$ cat src/rtl/regbank_pkg.sv
package regbank_pkg;
  localparam logic [7:0] PTR_CAP   = 8'h00;
  localparam logic [7:0] PTR_CFG   = 8'h01;
  localparam logic [7:0] PTR_TRIP0 = 8'h02;
  localparam logic [7:0] PTR_TEMP  = 8'h05;
  localparam logic [7:0] PTR_MFR   = 8'h06;
  localparam logic [7:0] PTR_DEV   = 8'h07;
  localparam logic [7:0] PTR_SMB   = 8'h22;

  localparam int TRIP_N = 3;

  // capability: [15:6]=0, [5]=0, [4:3]=2'b10, [2:0]=3'b111
  localparam logic [15:0] CAP_WORD = {10'd0, 1'b0, 2'b10, 1'b1, 1'b1, 1'b1};
  localparam logic [15:0] MFR_WORD = 16'h1131;
  localparam logic [15:0] DEV_WORD = 16'hA200;
  localparam logic [15:0] RW_DFLT  = 16'h0000;
endpackage

$ cat src/rtl/regbank_por.sv
module regbank_por (
  input  logic clk,
  input  logic rst,
  input  logic scl_in,
  output logic hold,
  output logic rst_eff
);
  logic hold_q;

  always_ff @(posedge clk) begin
    if (rst)         hold_q <= 1'b1;
    else if (scl_in) hold_q <= 1'b0;
  end

  assign hold    = hold_q;
  assign rst_eff = rst | hold_q;
endmodule

$ cat src/rtl/regbank_seq.sv
module regbank_seq #(
  parameter int ADDR_W = 8,
  parameter int BYTE_W = 8
) (
  input  logic                clk,
  input  logic                rst_eff,
  input  logic                ptr_wr_valid,
  input  logic [ADDR_W-1:0]   ptr_wr_data,
  input  logic                data_wr_valid,
  input  logic [BYTE_W-1:0]   data_wr_data,
  input  logic                rd_req,
  input  logic                txn_end,
  output logic [ADDR_W-1:0]   ptr,
  output logic                wr_commit,
  output logic [2*BYTE_W-1:0] wr_word,
  output logic                rd_fire,
  output logic                rd_lo
);
  logic [ADDR_W-1:0] ptr_q;
  logic [BYTE_W-1:0] msb_q;
  logic              wr_lo_q;
  logic              rd_lo_q;
  logic              wr_take;

  assign wr_take   = data_wr_valid && !ptr_wr_valid && !rst_eff;
  assign wr_commit = wr_take && wr_lo_q;
  assign wr_word   = {msb_q, data_wr_data};
  assign rd_fire   = rd_req && !rst_eff;
  assign rd_lo     = rd_lo_q;
  assign ptr       = ptr_q;

  always_ff @(posedge clk) begin
    if (rst_eff) begin
      ptr_q   <= '0;
      msb_q   <= '0;
      wr_lo_q <= 1'b0;
      rd_lo_q <= 1'b0;
    end else begin
      if (ptr_wr_valid || txn_end) begin
        wr_lo_q <= 1'b0;
        rd_lo_q <= 1'b0;
        if (ptr_wr_valid) ptr_q <= ptr_wr_data;
      end else begin
        if (wr_take) begin
          wr_lo_q <= !wr_lo_q;
          if (!wr_lo_q) msb_q <= data_wr_data;
        end
        if (rd_fire) rd_lo_q <= !rd_lo_q;
      end
    end
  end
endmodule

$ cat src/rtl/regbank_store.sv
module regbank_store
  import regbank_pkg::*;
#(
  parameter int ADDR_W = 8,
  parameter int DATA_W = 16
) (
  input  logic              clk,
  input  logic              rst_eff,
  input  logic [ADDR_W-1:0] ptr,
  input  logic              wr_commit,
  input  logic [DATA_W-1:0] wr_word,
  input  logic              temp_load,
  input  logic [DATA_W-1:0] temp_in,
  output logic [DATA_W-1:0] rd_word,
  output logic [DATA_W-1:0] cfg_q,
  output logic [DATA_W-1:0] trip_q [TRIP_N],
  output logic [DATA_W-1:0] smbus_q
);
  logic [DATA_W-1:0] temp_q;

  always_ff @(posedge clk) begin
    if (rst_eff) cfg_q <= DATA_W'(RW_DFLT);
    else if (wr_commit && ptr == ADDR_W'(PTR_CFG)) cfg_q <= wr_word;
  end

  always_ff @(posedge clk) begin
    if (rst_eff) smbus_q <= DATA_W'(RW_DFLT);
    else if (wr_commit && ptr == ADDR_W'(PTR_SMB)) smbus_q <= wr_word;
  end

  always_ff @(posedge clk) begin
    if (rst_eff) temp_q <= '0;
    else if (temp_load) temp_q <= temp_in;
  end

  for (genvar i = 0; i < TRIP_N; i++) begin : g_trip
    localparam logic [ADDR_W-1:0] MY_PTR = ADDR_W'(PTR_TRIP0) + ADDR_W'(i);
    always_ff @(posedge clk) begin
      if (rst_eff) trip_q[i] <= DATA_W'(RW_DFLT);
      else if (wr_commit && ptr == MY_PTR) trip_q[i] <= wr_word;
    end
  end

  always_comb begin
    rd_word = '0;
    if (ptr == ADDR_W'(PTR_CAP))                   rd_word = DATA_W'(CAP_WORD);
    else if (ptr == ADDR_W'(PTR_CFG))              rd_word = cfg_q;
    else if (ptr == ADDR_W'(PTR_TRIP0))            rd_word = trip_q[0];
    else if (ptr == ADDR_W'(PTR_TRIP0) + ADDR_W'(1)) rd_word = trip_q[1];
    else if (ptr == ADDR_W'(PTR_TRIP0) + ADDR_W'(2)) rd_word = trip_q[2];
    else if (ptr == ADDR_W'(PTR_TEMP))             rd_word = temp_q;
    else if (ptr == ADDR_W'(PTR_MFR))              rd_word = DATA_W'(MFR_WORD);
    else if (ptr == ADDR_W'(PTR_DEV))              rd_word = DATA_W'(DEV_WORD);
  end
endmodule

$ cat src/rtl/sensor_regbank.sv
module sensor_regbank
  import regbank_pkg::*;
#(
  parameter int ADDR_W = 8,
  parameter int BYTE_W = 8,
  localparam int DATA_W = 2 * BYTE_W
) (
  input  logic              clk,
  input  logic              rst,
  input  logic              scl_in,
  input  logic              ptr_wr_valid,
  input  logic [ADDR_W-1:0] ptr_wr_data,
  input  logic              data_wr_valid,
  input  logic [BYTE_W-1:0] data_wr_data,
  input  logic              rd_req,
  input  logic              txn_end,
  input  logic              temp_load,
  input  logic [DATA_W-1:0] temp_in,
  output logic              rd_valid,
  output logic [BYTE_W-1:0] rd_data,
  output logic [DATA_W-1:0] cfg_q,
  output logic [DATA_W-1:0] trip_hi_q,
  output logic [DATA_W-1:0] trip_lo_q,
  output logic [DATA_W-1:0] trip_crit_q,
  output logic [DATA_W-1:0] smbus_q
);
  logic              hold;
  logic              rst_eff;
  logic [ADDR_W-1:0] ptr;
  logic              wr_commit;
  logic [DATA_W-1:0] wr_word;
  logic              rd_fire;
  logic              rd_lo;
  logic [DATA_W-1:0] rd_word;
  logic [DATA_W-1:0] trip_q [TRIP_N];

  regbank_por u_por (
    .clk(clk), .rst(rst), .scl_in(scl_in), .hold(hold), .rst_eff(rst_eff)
  );

  regbank_seq #(.ADDR_W(ADDR_W), .BYTE_W(BYTE_W)) u_seq (
    .clk(clk), .rst_eff(rst_eff),
    .ptr_wr_valid(ptr_wr_valid), .ptr_wr_data(ptr_wr_data),
    .data_wr_valid(data_wr_valid), .data_wr_data(data_wr_data),
    .rd_req(rd_req), .txn_end(txn_end),
    .ptr(ptr), .wr_commit(wr_commit), .wr_word(wr_word),
    .rd_fire(rd_fire), .rd_lo(rd_lo)
  );

  regbank_store #(.ADDR_W(ADDR_W), .DATA_W(DATA_W)) u_store (
    .clk(clk), .rst_eff(rst_eff), .ptr(ptr),
    .wr_commit(wr_commit), .wr_word(wr_word),
    .temp_load(temp_load), .temp_in(temp_in),
    .rd_word(rd_word), .cfg_q(cfg_q), .trip_q(trip_q), .smbus_q(smbus_q)
  );

  assign trip_hi_q   = trip_q[0];
  assign trip_lo_q   = trip_q[1];
  assign trip_crit_q = trip_q[2];

  always_ff @(posedge clk) begin
    if (rst_eff) begin
      rd_valid <= 1'b0;
      rd_data  <= '0;
    end else begin
      rd_valid <= rd_fire;
      if (rd_fire) rd_data <= rd_lo ? rd_word[BYTE_W-1:0] : rd_word[DATA_W-1:BYTE_W];
    end
  end
endmodule

$ cat config.mk
export PLATFORM = sky130hd
export DESIGN_NAME = sensor_regbank
export DESIGN_NICKNAME = d
export VERILOG_FILES = /design/src/rtl/regbank_pkg.sv /design/src/rtl/regbank_por.sv /design/src/rtl/regbank_seq.sv /design/src/rtl/regbank_store.sv /design/src/rtl/sensor_regbank.sv
export SDC_FILE = /design/constraint.sdc
export NUM_CORES = 1
export LEC_CHECK = 0
export ABC_AREA = 1
export BUFFER_PORTS_ARGS = -buffer_cell sky130_fd_sc_hd__buf_2
export CELL_PAD_IN_SITES_DETAIL_PLACEMENT = 2
export CELL_PAD_IN_SITES_GLOBAL_PLACEMENT = 2
export CORE_MARGIN = 5
export CORE_UTILIZATION = 29
export DETAILED_ROUTE_END_ITERATION = 7
export HOLD_SLACK_MARGIN = 0.15
export PLACE_DENSITY = 0.82
export SYNTH_ARGS = -nofsm -noshare
export SYNTH_HDL_FRONTEND = slang
export SYNTH_SLANG_ARGS = --single-unit
$ cat constraint.sdc
create_clock -name clk -period 1.78 [get_ports clk]
set_input_delay 0.267 -clock clk [delete_from_list [all_inputs] [get_ports clk]]
set_output_delay 0.267 -clock clk [all_outputs]
set_load 0.02 [all_outputs]
; ---- After elaboration in Yosys (flattened, before gate mapping)
; Cells that the tools add are included.
[op_classes]
n_reduce_logical = 18
bitwise = 3
eq_ne = 8
muxes = 9
[op_table]
columns = operator, count
row1 = two-way mux 16 bit, 8
row2 = "equality test 8 x 3 -> 1 bit, second input constant", 4
row3 = "equality test 8 x 2 -> 1 bit, second input constant", 2
row4 = logical AND 1 bit, 9
row5 = "equality test 8 x 1 -> 1 bit, second input constant", 1
row6 = "equality test 8 x 6 -> 1 bit, second input constant", 1
row7 = zero test 8 bit, 1
row8 = two-way mux 8 bit, 1
row9 = zero test 1 bit, 4
row10 = AND reduction 3 bit, 1
row11 = NOT 1 bit, 2
row12 = AND reduction 2 bit, 1
row13 = OR reduction 2 bit, 1
row14 = logical OR 1 bit, 1
row15 = bitwise OR 1 bit, 1
[word_totals]
regBits = 124
word_cells = 51
out_inout_bits = 89
input_bits = 40

; ---- Logic depth before layout (Yosys ltp)
[depth]
word_depth = 10
depth_mapped = 13
mapped_depth_nobuf = 13

; ---- Cells and area by module
; From an unflattened synthesis, not the netlist that was laid out.
[hier_totals]
hier_cells = 800
area_unflattened_um2 = 5671.7
[modules_own_cells]
columns = mod, instances, area_per_inst_um2, cells_per_inst, seq_area_each_um2
row1 = regbank_store, 1, 4299.1, 611, 1921.8
row2 = regbank_seq, 1, 847.1, 112, 360.3
row3 = sensor_regbank, 1, 484.2, 71, 180.2
row4 = regbank_por, 1, 41.3, 6, 20.0

; ---- Least setup slack after synthesis
; OpenSTA, ideal clock, no wires.
[synth_path]
path_type = reg-to-reg
start = register u_seq.ptr_q[4] (netlist: u_seq.ptr[4])
end = register rd_data[3]
n_path_buf = 1
stages_incl_launch_ff = 12
setup_time_ns = 0.134
synth_period_minus_slack_ns = 1.464
arrival_ns = 1.330
slack_ns = 0.316
required_ns = 1.646
path_cell_list = dfxtp_1 -> nor2_1 -> nand2_1 -> nor2_2 -> buf_4 -> nand3_2 -> o21ai_1 -> inv_1 -> nand2_1 -> nand2_1 -> nand2_1 -> a21oi_1
[synth_via]
elab_chain_len = 9
elab_cells_between_ends = 15
cone_classes = 6 x eq/ne / 8 x mux / 1 x reduce/logical
[synth_lines]
columns = item, line_no
row1 = start: declaration, regbank_seq.sv:19  ; logic [ADDR_W-1:0] ptr_q;
row2 = start signal: assignment, regbank_seq.sv:42  ; if (ptr_wr_valid) ptr_q <= ptr_wr_data;
row3 = equality test 8 x 3 -> 1 bit, regbank_store.sv:52  ; else if (ptr == ADDR_W'(PTR_MFR)) rd_word = DATA_W'(MFR_WORD);
row4 = two-way mux 16 bit, regbank_store.sv:52
row5 = two-way mux 16 bit, regbank_store.sv:51  ; else if (ptr == ADDR_W'(PTR_TEMP)) rd_word = temp_q;
row6 = two-way mux 16 bit, regbank_store.sv:50  ; else if (ptr == ADDR_W'(PTR_TRIP0) + ADDR_W'(2)) rd_word = trip_q[2];
row7 = two-way mux 16 bit, regbank_store.sv:49  ; else if (ptr == ADDR_W'(PTR_TRIP0) + ADDR_W'(1)) rd_word = trip_q[1];
row8 = two-way mux 16 bit, regbank_store.sv:48  ; else if (ptr == ADDR_W'(PTR_TRIP0)) rd_word = trip_q[0];
row9 = two-way mux 16 bit, regbank_store.sv:47  ; else if (ptr == ADDR_W'(PTR_CFG)) rd_word = cfg_q;
row10 = two-way mux 16 bit (*), regbank_store.sv:46  ; if (ptr == ADDR_W'(PTR_CAP)) rd_word = DATA_W'(CAP_WORD);
row11 = two-way mux 8 bit (*), sensor_regbank.sv:67  ; if (rd_fire) rd_data <= rd_lo ? rd_word[BYTE_W-1:0] : rd_word[DATA_W-1:BYTE_W];
row12 = end signal: assignment, sensor_regbank.sv:67
row13 = end: declaration, sensor_regbank.sv:20  ; output logic [BYTE_W-1:0] rd_data,
; Mark *: on every way between the ends. The rest lies on a longest branch, timed or not.
; A chain may end at the register's enable or synchronous reset.

; ---- Final worst setup path
[layout_path]
start = register u_seq.ptr_q[3] (netlist: u_seq.ptr[3])
end = register rd_data[3]
; Same word-level chain as after synthesis.

==> impl_results.md <==
* Port bufs at 128
* Dpl hpwl at 17600 um
* Most area-consuming cells after synthesis: dfxtp_1 48%, nand2_1 8.8%, a21oi_1 8.5%
* Crit-path slowest cell: dfxtp_4
* Slowest stage delay, CP at 0.35 ns
* Initial antenna violation count at 1
* Seq pwr share at 0.406
* Worst skew pair latency at 0.43 ns
* First-pass GRT wire length at 36900 um
* Vias in the first global route at 6194
* Clock buffer depth at 2
* Period Utilization, post-route at 1.01
* Post-route setup slack at -0.0172 ns
* Final design utilization at 0.424
* Fmax at 0.556 GHz
* Synth Instances at 684
* Detailed Route WL at 25100 um
* Cell Pwr Density at 937 mW/mm^2
* RSZ-0062 raised after global routing: yes
* Nets@finish at 902
* Non-filler instance count after layout at 1101
* Gpl congestion at 0.934
* EDFF count, synth at 0
* Pins Over Slew Limit at 0
* Final count of negative-setup-slack endpoints at 2
* Most frequent CP cell: nand2_1
* Chip width at 144 um
* # clock sinks at 124
* Register area at 0.00249 sq mm
* # H-tree levels at 4
* Via count at 5728
* Post-route minimum period at 1.80 ns
* Failing checks: setup timing
* Worst-path cell chain: buf_4 > nor2_1 > nand4_1 > nor2_2 > nor2_1 > nand3_1 > nand2_1 > nand2_1 > nand2_1 > a21oi_1
* CP Buf/Inv Count at 1
* Worst path top cell family by delay: simple AND/OR/NAND/NOR gates
* NetSw at 0.00163 W
* Ports at 129
* Critical Path AT at 2.15 ns
* Flop and latch count out of synthesis at 124
* Grt ovf at 0
* Cell-internal power at 0.00528 W
* Worst Setup End Kind: register
* Share of the synthesized area in the top cell type at 0.479
* Multi-input gate area at 0.00241 sq mm
* Rows at 48
* Crit path kind: register to register
* Critical Path RT at 2.13 ns
* Post-route antenna net violation count at 0
* Post-route cell area at 0.00738 sq mm
* Dpl cell area at 0.00619 sq mm
* Initial DRC count at 345
* Syn_nets at 724
* Clock power frac at 0.527
* Most common cell after layout, fill and taps aside: buf_2
* Clock Skews at 0.0112 ns
* Post-Syn Area at 0.00518 sq mm
* Distinct cells, synth at 30
* Synth Flop Type: dfxtp_1
* Asr flop ratio synth at 0
* Synth Area per Inst at 7.57 sq um
* Worst Hold Class: input pin to register
* Avg WL per Cell at 22.8 um
* CTS Root Buffer Type: clkbuf_16
* Final hold viol count at 0
* Core Region at 0.0174 sq mm
* DRC Markers at 0
* CTS Buf Count at 17
* Area leader, netlist: dfxtp_1
* Leakage at 3.22 nW
* Switching share of power at 0.237
* Commonest non-fill, non-tap cells in the layout: 128 x buf_2, 120 x dfxtp_1, 116 x nand2_1
* Gr usage total at 0.240
* Fraction of layout cells with a size suffix above 1 at 0.305
* Die Footprint at 0.0206 sq mm
* Sequential element share of the synthesized area at 0.479
* CTS tree: yes
* Critical path peak fanout at 7
* Area growth, synth to finish at 42.4%
* Fillers at 1973
* Clock slew at reported path FFs at 0.06 ns
* Peak VDD IR at 0.000634 V
* Post-Place Cells at 1027
* Die H at 144 um
* Total iterations of the first detailed-routing run at 5
* Initial Utilization at 0.297
* Startpoint Class: register
* Worst Tran Pin Value at 0.511 ns
* Maxcap violations at 0
* Slew margin rel. at 0.658
* Status: finished, violations left
* Average via count per standard cell at 5.20
* YS warnings at 0
* Largest net degree at the start of global routing at 49
* Gate power share at 0.066
==> stage by stage <==
step	setup slack [ns]	TNS (ns)	total power, W	hold WS, ns
floorplan	0.316	0	0.00307	0.375
global placement	-0.143	-0.143	0.00323	0.458
detailed placement	-0.243	-0.421	0.00324	0.466
CTS	-0.0124	-0.0204	0.00691	0.155
global route	-0.121	-0.899	0.00710	0.170
finish	-0.0172	-0.0270	0.00691	0.166
==> worst paths after layout <==
check                                     start              to  slack [ns]  cells past startpoint
worst min register to register       rd_data[3]      rd_data[3]        0.47                      2
worst max-delay path               u_seq.ptr[3]      rd_data[3]       -0.02                     10
worst max register to register     u_seq.ptr[3]      rd_data[3]       -0.02                     10
worst min-delay path            data_wr_data[5]  u_seq.msb_q[5]        0.17                      3
==> power by group through the flow <==
| stage | Clock (W) | Combinational [W] | Sequential [W] |
|---|---|---|---|
| 6_report | 0.00364 | 0.000458 | 0.00281 |
| 4_1_cts | 0.00367 | 0.000425 | 0.00281 |
| 3_3_place_gp | 0 | 0.000363 | 0.00287 |
| 2_1_floorplan | 0 | 0.000204 | 0.00287 |
| 5_1_grt | 0.00380 | 0.000494 | 0.00281 |
| 3_5_place_dp | 0 | 0.000376 | 0.00287 |
==> timing repair <==
item	CTS	global route
resized for setup	7	49
cloned	0	3
endpoints found under the setup margin	11	60
hold buffers	24	0
endpoints found under the hold margin	22	0
setup buffers	3	11
pin swaps	1	9
==> registers in the layout (all words and copies together) (netlist names) <==
name	flops
u_por.hold	1
u_store.temp_q	16
u_store.trip_q	48
u_seq.msb_q	8
u_seq.rd_lo	1
rd_valid	1
rd_data	8
u_seq.ptr	8
u_store.cfg_q	16
u_seq.wr_lo_q	1
u_store.smbus_q	16
==> cell usage after synthesis (8+ instances only) <==
cell type / n
inv_1: 45
a21oi_1: 88
o21ai_0: 68
clkbuf_1: 15
nand2_1: 121
nand3_1: 32
buf_4: 8
nand4_1: 12
inv_2: 8
dfxtp_1: 124
buf_2: 12
a211oi_1: 32
nor2_1: 75
==> kinds of logic after synthesis <==
family	after synthesis	share of synthesized area
simple gates	270	0.233
buf+inv	92	0.0787
flops	124	0.479
compound gates	198	0.210
==> metal layers <==
| metal | track usage | share of wire |
|---|---|---|
| met1 | 0.306 | 0.43 |
| met3 | 0.0436 | 0.043 |
| met5 | 0 | 0 |
| met2 | 0.412 | 0.51 |
| met4 | 0.0723 | 0.017 |
==> cell type report <==
| type | count | area share |
|---|---|---|
| timing repair buffer | 197 | 0.185 |
| sequential | 124 | 0.337 |
| multi-input combinational | 468 | 0.327 |
| inverter | 54 | 0.0295 |
| antenna | 1 | 0.000339 |
| clock inverter | 11 | 0.0192 |
| clock buffer | 21 | 0.0638 |
| tap | 225 | 0.0382 |
==> tightest hold or removal path, cell delays in order <==
cell and delay [ns]:
buf_2 0.09, o21ai_0 0.08, a21oi_1 0.11
Power figures use the tool's default switching activity.
